File: config.mk
export PLATFORM = sky130hd
export DESIGN_NAME = fp32_adder
export DESIGN_NICKNAME = d
export VERILOG_FILES = /design/src/rtl/fpadd_pkg.sv /design/src/rtl/fpadd_classify.sv /design/src/rtl/fpadd_special.sv /design/src/rtl/fpadd_finite.sv /design/src/rtl/fpadd_round.sv /design/src/rtl/fp32_adder.sv
export SDC_FILE = /design/constraint.sdc
export NUM_CORES = 1
export LEC_CHECK = 0
export BUFFER_PORTS_ARGS = -buffer_cell sky130_fd_sc_hd__buf_4
export CAP_MARGIN = 5
export CORE_ASPECT_RATIO = 0.9
export CORE_MARGIN = 3
export CORE_UTILIZATION = 55
export DETAILED_ROUTE_END_ITERATION = 16
export GPL_ROUTABILITY_DRIVEN = 0
export HOLD_SLACK_MARGIN = 0.12
export PLACE_DENSITY = 0.86
export SYNTH_ARGS = -nofsm -noshare
export SYNTH_HDL_FRONTEND = slang
export SYNTH_HIERARCHICAL = 1
export SYNTH_SLANG_ARGS = --single-unit
File: constraint.sdc
create_clock -name clk -period 0.8 [get_ports clk]
set_input_delay 0.04 -clock clk [delete_from_list [all_inputs] [get_ports clk]]
set_output_delay 0.04 -clock clk [all_outputs]
set_load 0.005 [all_outputs]
File: src/rtl/fpadd_pkg.sv
package fpadd_pkg;
  localparam int WORD_W = 32;
  localparam int EXP_W  = 8;
  localparam int FRAC_W = 23;
  localparam int SIG_W  = FRAC_W + 1;
  localparam int GRS_W  = 3;
  localparam int EXT_W  = SIG_W + GRS_W;
  localparam int SUM_W  = EXT_W + 1;
  localparam int ECALC_W = EXP_W + 1;
  localparam int SH_W   = $clog2(EXT_W + 1);
  localparam int NUM_OPS = 2;

  localparam logic [EXP_W-1:0] EXP_ALL1 = '1;
  localparam logic [EXP_W-1:0] EXP_MAXF = EXP_ALL1 - 1'b1;
  localparam logic [WORD_W-1:0] DEFAULT_NAN = 32'h7FBF_FFFF;

  localparam logic [1:0] RM_NEAREST = 2'd0;
  localparam logic [1:0] RM_TOZERO  = 2'd1;
  localparam logic [1:0] RM_TOPOS   = 2'd2;
  localparam logic [1:0] RM_TONEG   = 2'd3;

  typedef enum logic [2:0] {
    CL_ZERO, CL_NORM, CL_SUBN, CL_INF, CL_QNAN, CL_SNAN
  } fp_class_e;

  typedef struct packed {
    logic              sign;
    logic [EXP_W-1:0]  exp;
    logic [FRAC_W-1:0] frac;
    fp_class_e         cls;
  } fp_opnd_t;

  typedef struct packed {
    logic invalid;
    logic overflow;
    logic underflow;
    logic inexact;
  } fp_flags_t;
endpackage

File: src/rtl/fpadd_classify.sv
module fpadd_classify
  import fpadd_pkg::*;
(
  input  logic [WORD_W-1:0] raw_i,
  input  logic              flush_i,
  output fp_opnd_t          opnd_o
);
  logic [EXP_W-1:0]  exp_f;
  logic [FRAC_W-1:0] frac_f;

  assign exp_f  = raw_i[WORD_W-2 -: EXP_W];
  assign frac_f = raw_i[FRAC_W-1:0];

  always_comb begin
    opnd_o.sign = raw_i[WORD_W-1];
    opnd_o.exp  = exp_f;
    opnd_o.frac = frac_f;
    if (exp_f == EXP_ALL1) begin
      if (frac_f == '0)          opnd_o.cls = CL_INF;
      else if (frac_f[FRAC_W-1]) opnd_o.cls = CL_SNAN;
      else                       opnd_o.cls = CL_QNAN;
    end else if (exp_f == '0) begin
      if (frac_f == '0) begin
        opnd_o.cls = CL_ZERO;
      end else if (flush_i) begin
        opnd_o.cls  = CL_ZERO;
        opnd_o.frac = '0;
      end else begin
        opnd_o.cls = CL_SUBN;
      end
    end else begin
      opnd_o.cls = CL_NORM;
    end
  end
endmodule

File: src/rtl/fpadd_special.sv
module fpadd_special
  import fpadd_pkg::*;
(
  input  fp_opnd_t          opx_i,
  input  fp_opnd_t          opy_i,
  input  logic [1:0]        rnd_mode_i,
  output logic              take_o,
  output logic [WORD_W-1:0] value_o,
  output fp_flags_t         flags_o
);
  logic [WORD_W-1:0] word_x, word_y;
  logic same_sign;

  assign word_x    = {opx_i.sign, opx_i.exp, opx_i.frac};
  assign word_y    = {opy_i.sign, opy_i.exp, opy_i.frac};
  assign same_sign = (opx_i.sign == opy_i.sign);

  always_comb begin
    take_o  = 1'b1;
    value_o = word_x;
    flags_o = '0;
    if (opx_i.cls == CL_SNAN || opy_i.cls == CL_SNAN) begin
      value_o         = DEFAULT_NAN;
      flags_o.invalid = 1'b1;
    end else if (opx_i.cls == CL_QNAN) begin
      value_o = word_x;
    end else if (opy_i.cls == CL_QNAN) begin
      value_o = word_y;
    end else if (opx_i.cls == CL_INF && opy_i.cls == CL_INF) begin
      if (!same_sign) begin
        value_o         = DEFAULT_NAN;
        flags_o.invalid = 1'b1;
      end
    end else if (opx_i.cls == CL_INF) begin
      value_o = word_x;
    end else if (opy_i.cls == CL_INF) begin
      value_o = word_y;
    end else if (opx_i.cls == CL_ZERO && opy_i.cls == CL_ZERO) begin
      if (!same_sign) value_o = {(rnd_mode_i == RM_TONEG), {(WORD_W-1){1'b0}}};
    end else if (opy_i.cls == CL_ZERO) begin
      value_o = word_x;
    end else if (opx_i.cls == CL_ZERO) begin
      value_o = word_y;
    end else begin
      take_o = 1'b0;
    end
  end
endmodule

File: src/rtl/fpadd_finite.sv
module fpadd_finite
  import fpadd_pkg::*;
(
  input  logic [WORD_W-1:0]  word_x_i,
  input  logic [WORD_W-1:0]  word_y_i,
  output logic               sign_o,
  output logic [ECALC_W-1:0] exp_o,
  output logic [EXT_W-1:0]   sig_o,
  output logic               zero_o
);
  function automatic logic [SH_W-1:0] lead_zeros(input logic [EXT_W-1:0] v);
    logic [SH_W-1:0] n;
    n = SH_W'(EXT_W);
    for (int i = 0; i < EXT_W; i++) begin
      if (v[i]) n = SH_W'(EXT_W - 1 - i);
    end
    return n;
  endfunction

  logic                x_big;
  logic [WORD_W-1:0]   big_w, sml_w;
  logic [EXP_W-1:0]    e_big, e_sml, diff, lim;
  logic [EXT_W-1:0]    m_big, m_sml, m_al;
  logic [SH_W-1:0]     sh, lz, k;
  logic [2*EXT_W-1:0]  wide;
  logic [SUM_W-1:0]    sum;
  logic                eff_sub;

  assign x_big   = (word_x_i[WORD_W-2:0] >= word_y_i[WORD_W-2:0]);
  assign big_w   = x_big ? word_x_i : word_y_i;
  assign sml_w   = x_big ? word_y_i : word_x_i;
  assign eff_sub = big_w[WORD_W-1] ^ sml_w[WORD_W-1];

  // subnormals keep a zero hidden bit and use exponent 1
  assign e_big = (big_w[WORD_W-2 -: EXP_W] == '0) ? EXP_W'(1) : big_w[WORD_W-2 -: EXP_W];
  assign e_sml = (sml_w[WORD_W-2 -: EXP_W] == '0) ? EXP_W'(1) : sml_w[WORD_W-2 -: EXP_W];
  assign m_big = {(big_w[WORD_W-2 -: EXP_W] != '0), big_w[FRAC_W-1:0], {GRS_W{1'b0}}};
  assign m_sml = {(sml_w[WORD_W-2 -: EXP_W] != '0), sml_w[FRAC_W-1:0], {GRS_W{1'b0}}};

  assign diff = e_big - e_sml;
  assign sh   = (diff > EXP_W'(EXT_W)) ? SH_W'(EXT_W) : diff[SH_W-1:0];
  assign wide = {m_sml, {EXT_W{1'b0}}} >> sh;
  assign m_al = wide[2*EXT_W-1:EXT_W] | {{(EXT_W-1){1'b0}}, |wide[EXT_W-1:0]};

  assign sum = eff_sub ? ({1'b0, m_big} - {1'b0, m_al})
                       : ({1'b0, m_big} + {1'b0, m_al});

  assign lz  = lead_zeros(sum[EXT_W-1:0]);
  assign lim = e_big - 1'b1;
  assign k   = ({{(EXP_W-SH_W){1'b0}}, lz} > lim) ? lim[SH_W-1:0] : lz;

  always_comb begin
    sign_o = big_w[WORD_W-1];
    zero_o = (sum == '0);
    if (sum[SUM_W-1]) begin
      sig_o = {sum[SUM_W-1:2], sum[1] | sum[0]};
      exp_o = {1'b0, e_big} + 1'b1;
    end else begin
      sig_o = sum[EXT_W-1:0] << k;
      exp_o = {1'b0, e_big} - ECALC_W'(k);
    end
  end
endmodule

File: src/rtl/fpadd_round.sv
module fpadd_round
  import fpadd_pkg::*;
(
  input  logic               sign_i,
  input  logic [ECALC_W-1:0] exp_i,
  input  logic [EXT_W-1:0]   sig_i,
  input  logic [1:0]         rnd_mode_i,
  output logic [WORD_W-1:0]  word_o,
  output fp_flags_t          flags_o
);
  logic [SIG_W-1:0]   keep, mant;
  logic [SIG_W:0]     inc;
  logic [ECALC_W-1:0] e_rnd;
  logic               inexact, up, tiny, to_inf;

  assign keep    = sig_i[EXT_W-1:GRS_W];
  assign inexact = |sig_i[GRS_W-1:0];
  assign tiny    = ~sig_i[EXT_W-1];

  always_comb begin
    case (rnd_mode_i)
      RM_NEAREST: up = sig_i[2] & (sig_i[1] | sig_i[0] | keep[0]);
      RM_TOPOS:   up = ~sign_i & inexact;
      RM_TONEG:   up = sign_i & inexact;
      default:    up = 1'b0;
    endcase
  end

  assign inc    = {1'b0, keep} + (SIG_W+1)'(up);
  assign mant   = inc[SIG_W] ? inc[SIG_W:1] : inc[SIG_W-1:0];
  assign e_rnd  = inc[SIG_W] ? exp_i + 1'b1 : exp_i;
  assign to_inf = (rnd_mode_i == RM_NEAREST) ||
                  (rnd_mode_i == RM_TOPOS && !sign_i) ||
                  (rnd_mode_i == RM_TONEG && sign_i);

  always_comb begin
    flags_o = '0;
    if (e_rnd >= ECALC_W'(EXP_ALL1)) begin
      flags_o.overflow = 1'b1;
      flags_o.inexact  = 1'b1;
      word_o = to_inf ? {sign_i, EXP_ALL1, {FRAC_W{1'b0}}}
                      : {sign_i, EXP_MAXF, {FRAC_W{1'b1}}};
    end else begin
      flags_o.inexact   = inexact;
      flags_o.underflow = tiny & inexact;
      word_o = {sign_i, mant[SIG_W-1] ? e_rnd[EXP_W-1:0] : {EXP_W{1'b0}},
                mant[FRAC_W-1:0]};
    end
  end
endmodule

File: src/rtl/fp32_adder.sv
module fp32_adder
  import fpadd_pkg::*;
(
  input  logic        clk,
  input  logic        rst_n,
  input  logic [31:0] op_x,
  input  logic [31:0] op_y,
  input  logic [1:0]  rnd_mode,
  input  logic        flush_en,
  output logic [31:0] sum_o,
  output logic        flag_invalid,
  output logic        flag_overflow,
  output logic        flag_underflow,
  output logic        flag_inexact
);
  logic [WORD_W-1:0] raw_in [NUM_OPS];
  fp_opnd_t          opnd   [NUM_OPS];
  logic [WORD_W-1:0] fword  [NUM_OPS];

  assign raw_in[0] = op_x;
  assign raw_in[1] = op_y;

  generate
    for (genvar gi = 0; gi < NUM_OPS; gi++) begin : g_opnd
      fpadd_classify u_cls (
        .raw_i   (raw_in[gi]),
        .flush_i (flush_en),
        .opnd_o  (opnd[gi])
      );
      assign fword[gi] = {opnd[gi].sign, opnd[gi].exp, opnd[gi].frac};
    end
  endgenerate

  logic              spec_take;
  logic [WORD_W-1:0] spec_val;
  fp_flags_t         spec_flags;

  fpadd_special u_spec (
    .opx_i      (opnd[0]),
    .opy_i      (opnd[1]),
    .rnd_mode_i (rnd_mode),
    .take_o     (spec_take),
    .value_o    (spec_val),
    .flags_o    (spec_flags)
  );

  logic               fin_sign, fin_zero;
  logic [ECALC_W-1:0] fin_exp;
  logic [EXT_W-1:0]   fin_sig;

  fpadd_finite u_fin (
    .word_x_i (fword[0]),
    .word_y_i (fword[1]),
    .sign_o   (fin_sign),
    .exp_o    (fin_exp),
    .sig_o    (fin_sig),
    .zero_o   (fin_zero)
  );

  logic [WORD_W-1:0] rnd_word;
  fp_flags_t         rnd_flags;

  fpadd_round u_rnd (
    .sign_i     (fin_sign),
    .exp_i      (fin_exp),
    .sig_i      (fin_sig),
    .rnd_mode_i (rnd_mode),
    .word_o     (rnd_word),
    .flags_o    (rnd_flags)
  );

  logic [WORD_W-1:0] word_d, word_q;
  fp_flags_t         flags_d, flags_q;

  always_comb begin
    if (spec_take) begin
      word_d  = spec_val;
      flags_d = spec_flags;
    end else if (fin_zero) begin
      word_d  = {(rnd_mode == RM_TONEG), {(WORD_W-1){1'b0}}};
      flags_d = '0;
    end else begin
      word_d  = rnd_word;
      flags_d = rnd_flags;
    end
  end

  always_ff @(posedge clk or negedge rst_n) begin
    if (!rst_n) begin
      word_q  <= '0;
      flags_q <= '0;
    end else begin
      word_q  <= word_d;
      flags_q <= flags_d;
    end
  end

  assign sum_o          = word_q;
  assign flag_invalid   = flags_q.invalid;
  assign flag_overflow  = flags_q.overflow;
  assign flag_underflow = flags_q.underflow;
  assign flag_inexact   = flags_q.inexact;
endmodule

==> results.ini, run 1 <==
[yosys]
yosys-top-cells-area = ha_1 8.8%, dfrtp_1 5.9%, mux2i_1 5.3%, a21oi_1 4.8%, nand2_1 4.6%
synthFlopType = dfrtp_1
async_flop_share_pct = 100
syn-cell-area_sq_um = 15300
yosysUniqueCellTypes = 129
avgSynthCellArea_sq_um = 7.04
synth_edf_count = 0
ys_seq_area_share_pct = 5.88
yosys_warnings = 6
yosysMostFrequentCell = nand2_1
synth.top_cell.area_share_pct = 8.82
synthCells = 2176
yosys.area.top_type = ha_1
ys_ff_latch = 36
synthTopCellsByCount = 187 x nand2_1, 186 x nor2_1, 148 x a21oi_1

[placement]
dp_hpwl_um = 71600
dp.cells = 3306
port_buffers = 104

[clocking]
numCtsBuffers = 5
cts_buffer_depth = 2
cts_sinks = 36
cts-root-buf = clkbuf_16
cts-htree-levels = 2

[global_route]
grt_pass1_vias = 35100
grt_pass1_wl_um = 231000
grt_usage_pct = 98.6
overflow = 1722
grt_max_degree = 86

[floorplanning]
fp-row-count = 57
start_util_pct = 56.4
num_io_pins = 105
die_height_um = 164
die_w_um = 182

[outcome]
error_line = [ERROR GRT-0116] Global routing finished with congestion. Check the congestion regions in the DRC Viewer.
status = aborted with a tool error
lastStage = global routing (5_1_grt)

==> cell families after synthesis <==
family / share of synthesized area [%]
AO/OA/AOI/OAI: 38.1
AND/OR/NAND/NOR: 27.3
buffers and inverters: 8.61
adder cells (fa/ha/maj): 9.21
multiplexers: 7.23
XOR/XNOR: 3.65
flip-flops: 5.88
other: 0.0490
==> repair_timing <==
item	CTS
hold buffers	1
setup buffers	115
hold endpoints to repair	36
endpoints found under the setup margin	72
gates resized for setup	348
cloned	6
pin swaps	149
==> per-layer routing <==
metal | GRT overflow | GRT usage, %
met5 | 20 | 66.3
met4 | 417 | 108
met3 | 107 | 85.7
met2 | 1095 | 116
met1 | 83 | 91.5
==> metrics by stage <==
| step | setup slack (ns) | area [sq um] |
|---|---|---|
| detailed placement | -15.83 | 22400 |
| CTS | -14.25 | 25200 |
| floorplan | -14.37 | 15800 |
| global placement | -14.37 | 22400 |
==> inputs of run 2 (changes only) <==
--- a/config.mk
+++ b/config.mk
@@ -7,13 +7,11 @@
 export LEC_CHECK = 0
 export BUFFER_PORTS_ARGS = -buffer_cell sky130_fd_sc_hd__buf_4
 export CAP_MARGIN = 5
-export CORE_ASPECT_RATIO = 0.9
 export CORE_MARGIN = 3
-export CORE_UTILIZATION = 55
+export CORE_UTILIZATION = 40
 export DETAILED_ROUTE_END_ITERATION = 16
 export GPL_ROUTABILITY_DRIVEN = 0
-export HOLD_SLACK_MARGIN = 0.12
-export PLACE_DENSITY = 0.86
+export PLACE_DENSITY_LB_ADDON = 0.15
 export SYNTH_ARGS = -nofsm -noshare
 export SYNTH_HDL_FRONTEND = slang
 export SYNTH_HIERARCHICAL = 1
==> run 2 against run 1 <==
Net effect: the flow now finishes, with violations (negative setup slack); synthesized cell count unchanged; synthesized area unchanged.
==> results.ini, run 2 <==
[outcome]
status = finished, violations left
failed_checks = negative setup slack

[clocking]
cts_tree = yes
numCtsBuffers = 5  ; unchanged
cts-root-buf = clkbuf_16
cts_buffer_depth = 2  ; unchanged
clkTransAtPathRegs_ns = 0.05
cts-htree-levels = 2  ; unchanged
cts_sinks = 36  ; unchanged

[timing]
fmax_mhz = 66.6
grt_setup_unrepaired = yes
maxSlewViolCount = 0
finalCritPeriodShare_pct = 1880
tightest_slew_ns = 0.959
final_hold_viol_count = 0
fin_crit_ns = 15.01
timing.final.ws_setup_ns = -14.21
setup_viol_count_final = 72
slew_headroom_pct = 36.1

[route]
first_pass_iters = 7
drtIter0Drc = 3021
vias_per_cell = 6.37
wirelength_um = 86500
wl_per_cell_um = 23.5
drc = 0
vias = 23500
ant_nets = 0

[global_route]
antenna_found_initial = 2
grtUsageMet2_pct = 60.9
grt_pass1_wl_um = 123000
grt_max_degree = 87
grt_use_met3_pct = 6.94
overflow = 0
grt_pass1_vias = 22300
use_met1_pct = 47.3
grt_usage_pct = 37.6
busiest_layer = met2

[layout]
final_common_cell = buf_4
largest_reg_flops = 32
finalNetCount = 3357
mostFrequentLayoutCells = 1034 x buf_4, 173 x nand2_1, 165 x nor2_1
diodes = 0
fin_area_sq_um = 26900
synthToLayoutAreaGrowth_pct = 75.3
drive_above_1_share_pct = 51.4

[power]
clkPwrFrac_pct = 2.7
p_leak_nw = 12.4
internal_power_mw = 34.9
swShare_pct = 49.1
p_seq_share_pct = 4.8
comb_power_share_pct = 92.4
peakVddDrop_v = 0.00164
p_sw_mw = 33.7
cellPowerDensity_nw_per_um2 = 2550

[yosys]
synthCells = 2176  ; unchanged
synthXorXnorAreaFrac_pct = 3.65  ; unchanged
synth.top_cell.area_share_pct = 8.82  ; unchanged
synth_top_family_by_area = compound AO/OA/AOI/OAI gates
synth-adder-area-share_pct = 9.21  ; unchanged
avgSynthCellArea_sq_um = 7.04  ; unchanged
synth-simple-area-share_pct = 27.3  ; unchanged
synthFlopType = dfrtp_1
yosys.area.top_type = ha_1
yosys_warnings = 6  ; unchanged
yosysMostFrequentCell = nand2_1
ys_seq_area_share_pct = 5.88  ; unchanged
async_flop_share_pct = 100  ; unchanged
ys_ff_latch = 36  ; unchanged
yosysUniqueCellTypes = 129  ; unchanged
syn-cell-area_sq_um = 15300  ; unchanged
synth_edf_count = 0  ; unchanged
synthTopCellsByCount = 187 x nand2_1, 186 x nor2_1, 148 x a21oi_1
yosys-top-cells-area = ha_1 8.8%, dfrtp_1 5.9%, mux2i_1 5.3%, a21oi_1 4.8%, nand2_1 4.6%
synth-compound-area-share_pct = 38.1  ; unchanged
synthMuxAreaShare_pct = 7.23  ; unchanged

[hold_path]
min_to = sum_o[31]$_DFF_PN0_
hold_depth = 4
hp-class = input pin to flip-flop
min-delay-start = rnd_mode[0]

[floorplanning]
coreArea_sq_um = 37700
fp-row-count = 71  ; +25%
die-area_sq_um = 40700
start_util_pct = 40.7  ; -16 points
num_io_pins = 105  ; unchanged
die_height_um = 202  ; +23%
die_w_um = 202  ; +11%

[critical_path]
cp_max_fo = 12
worstPathArrival_ns = 15.16
critPathRequiredTime_ns = 0.95
critPathLaunchType = input pin
cp_common_cell = buf_4
crit_path_start = op_x[21]
crit_type = input pin to flip-flop
slowest_delay_ns = 0.44
crit_slowest_cell = a2111oi_4
crit_path_end_kind = flip-flop

[placement]
postPlaceCellArea_sq_um = 22900  ; +2.0%
dp_hpwl_um = 62500  ; -13%
place_ws_ns = -15.26  ; +0.573 ns
port_buffers = 104  ; unchanged

[job]
max_cap_viol_count = 0

[run 2: cell families (layout without fill, tap and decap cells)]
family	count (synthesis)	count (layout)
AOI/OAI and AO/OA	803	804
and+or+nand+nor	786	788
buffers and inverters	273	1269
adders and majority gates	111	111
muxes	102	102
xor gates and xnor gates	63	63
DFF	36	36
other	2	4
[run 2: cell type report]
cell class              count  area [sq um]
flip-flops and latches     36           901
repair buffers           1153          9330
fillers                  2847         10800
well taps                 511           639
inverters                 109           433
clock buffers               6           129
clock inverters             1          5.00
multi-input cells        1872         15400
[run 2: power groups by stage]
stage	registers, mW	clock network [mW]	logic (mW)
floorplan	3.16	0	24.9
global placement	3.06	0	47.3
detailed placement	3.06	0	48.0
CTS	3.22	1.82	55.3
global route	3.38	1.93	65.8
finish	3.31	1.87	63.4
[run 2: what timing repair did]
item | in CTS | in global routing
gates resized for setup | 245 | 251
setup endpoints to repair | 68 | 72
buffers inserted | 127 | 54
cloned | 5 | 7
pin swaps | 119 | 116
endpoints found under the hold margin | 36 | 0
hold buffers | 1 | 0
[run 2: per-stage QoR]
| stage | setup TNS (ns) | std cells | power (mW) | util, % | hold slack [ns] |
|---|---|---|---|---|---|
| 2_1_floorplan | -497.93 | 2178 | 28.1 | - | -0.256 |
| 3_5_place_dp | -525.90 | 3496 | 51.1 | 60.7 | 0.00439 |
| 5_1_grt | -510.41 | 3688 | 71.1 | 71.3 | 0.237 |
| 4_1_cts | -474.77 | 3631 | 60.3 | 66.8 | 0.236 |
| 3_3_place_gp | -523.35 | 3496 | 50.3 | 60.7 | -0.000259 |
| 6_report | -492.97 | 3688 | 68.6 | 71.3 | 0.231 |
[run 2: worst max-delay path: cells and delay by family]
kind                       cells  cell delay (ns)
AOI/OAI and AO/OA             35             7.57
and+or+nand+nor               23             3.12
buffers and inverters         16             2.31
adders and majority gates      6             1.44
muxes                          1             0.37
xor gates and xnor gates       1             0.23
[run 2: worst max-delay path by stage]
stage | endpoint | slack (ns) | cells past startpoint
2_1_floorplan | sum_o[24]$_DFF_PN0_ | -14.37 | 89
3_3_place_gp | sum_o[24]$_DFF_PN0_ | -15.19 | 83
3_5_place_dp | sum_o[24]$_DFF_PN0_ | -15.26 | 84
4_1_cts | sum_o[24]$_DFF_PN0_ | -13.71 | 82
5_1_grt | sum_o[8]$_DFF_PN0_ | -14.69 | 83
6_report | sum_o[24]$_DFF_PN0_ | -14.21 | 82
[run 2: metal layers]
layer / wire (um) / vias up
met4: 6700 / 4
met2: 37900 / 1694
met1: 32200 / 11000
met5: 22 / -
li1: - / 10300
met3: 9620 / 530
No activity file was read; power rests on OpenSTA's default activity.
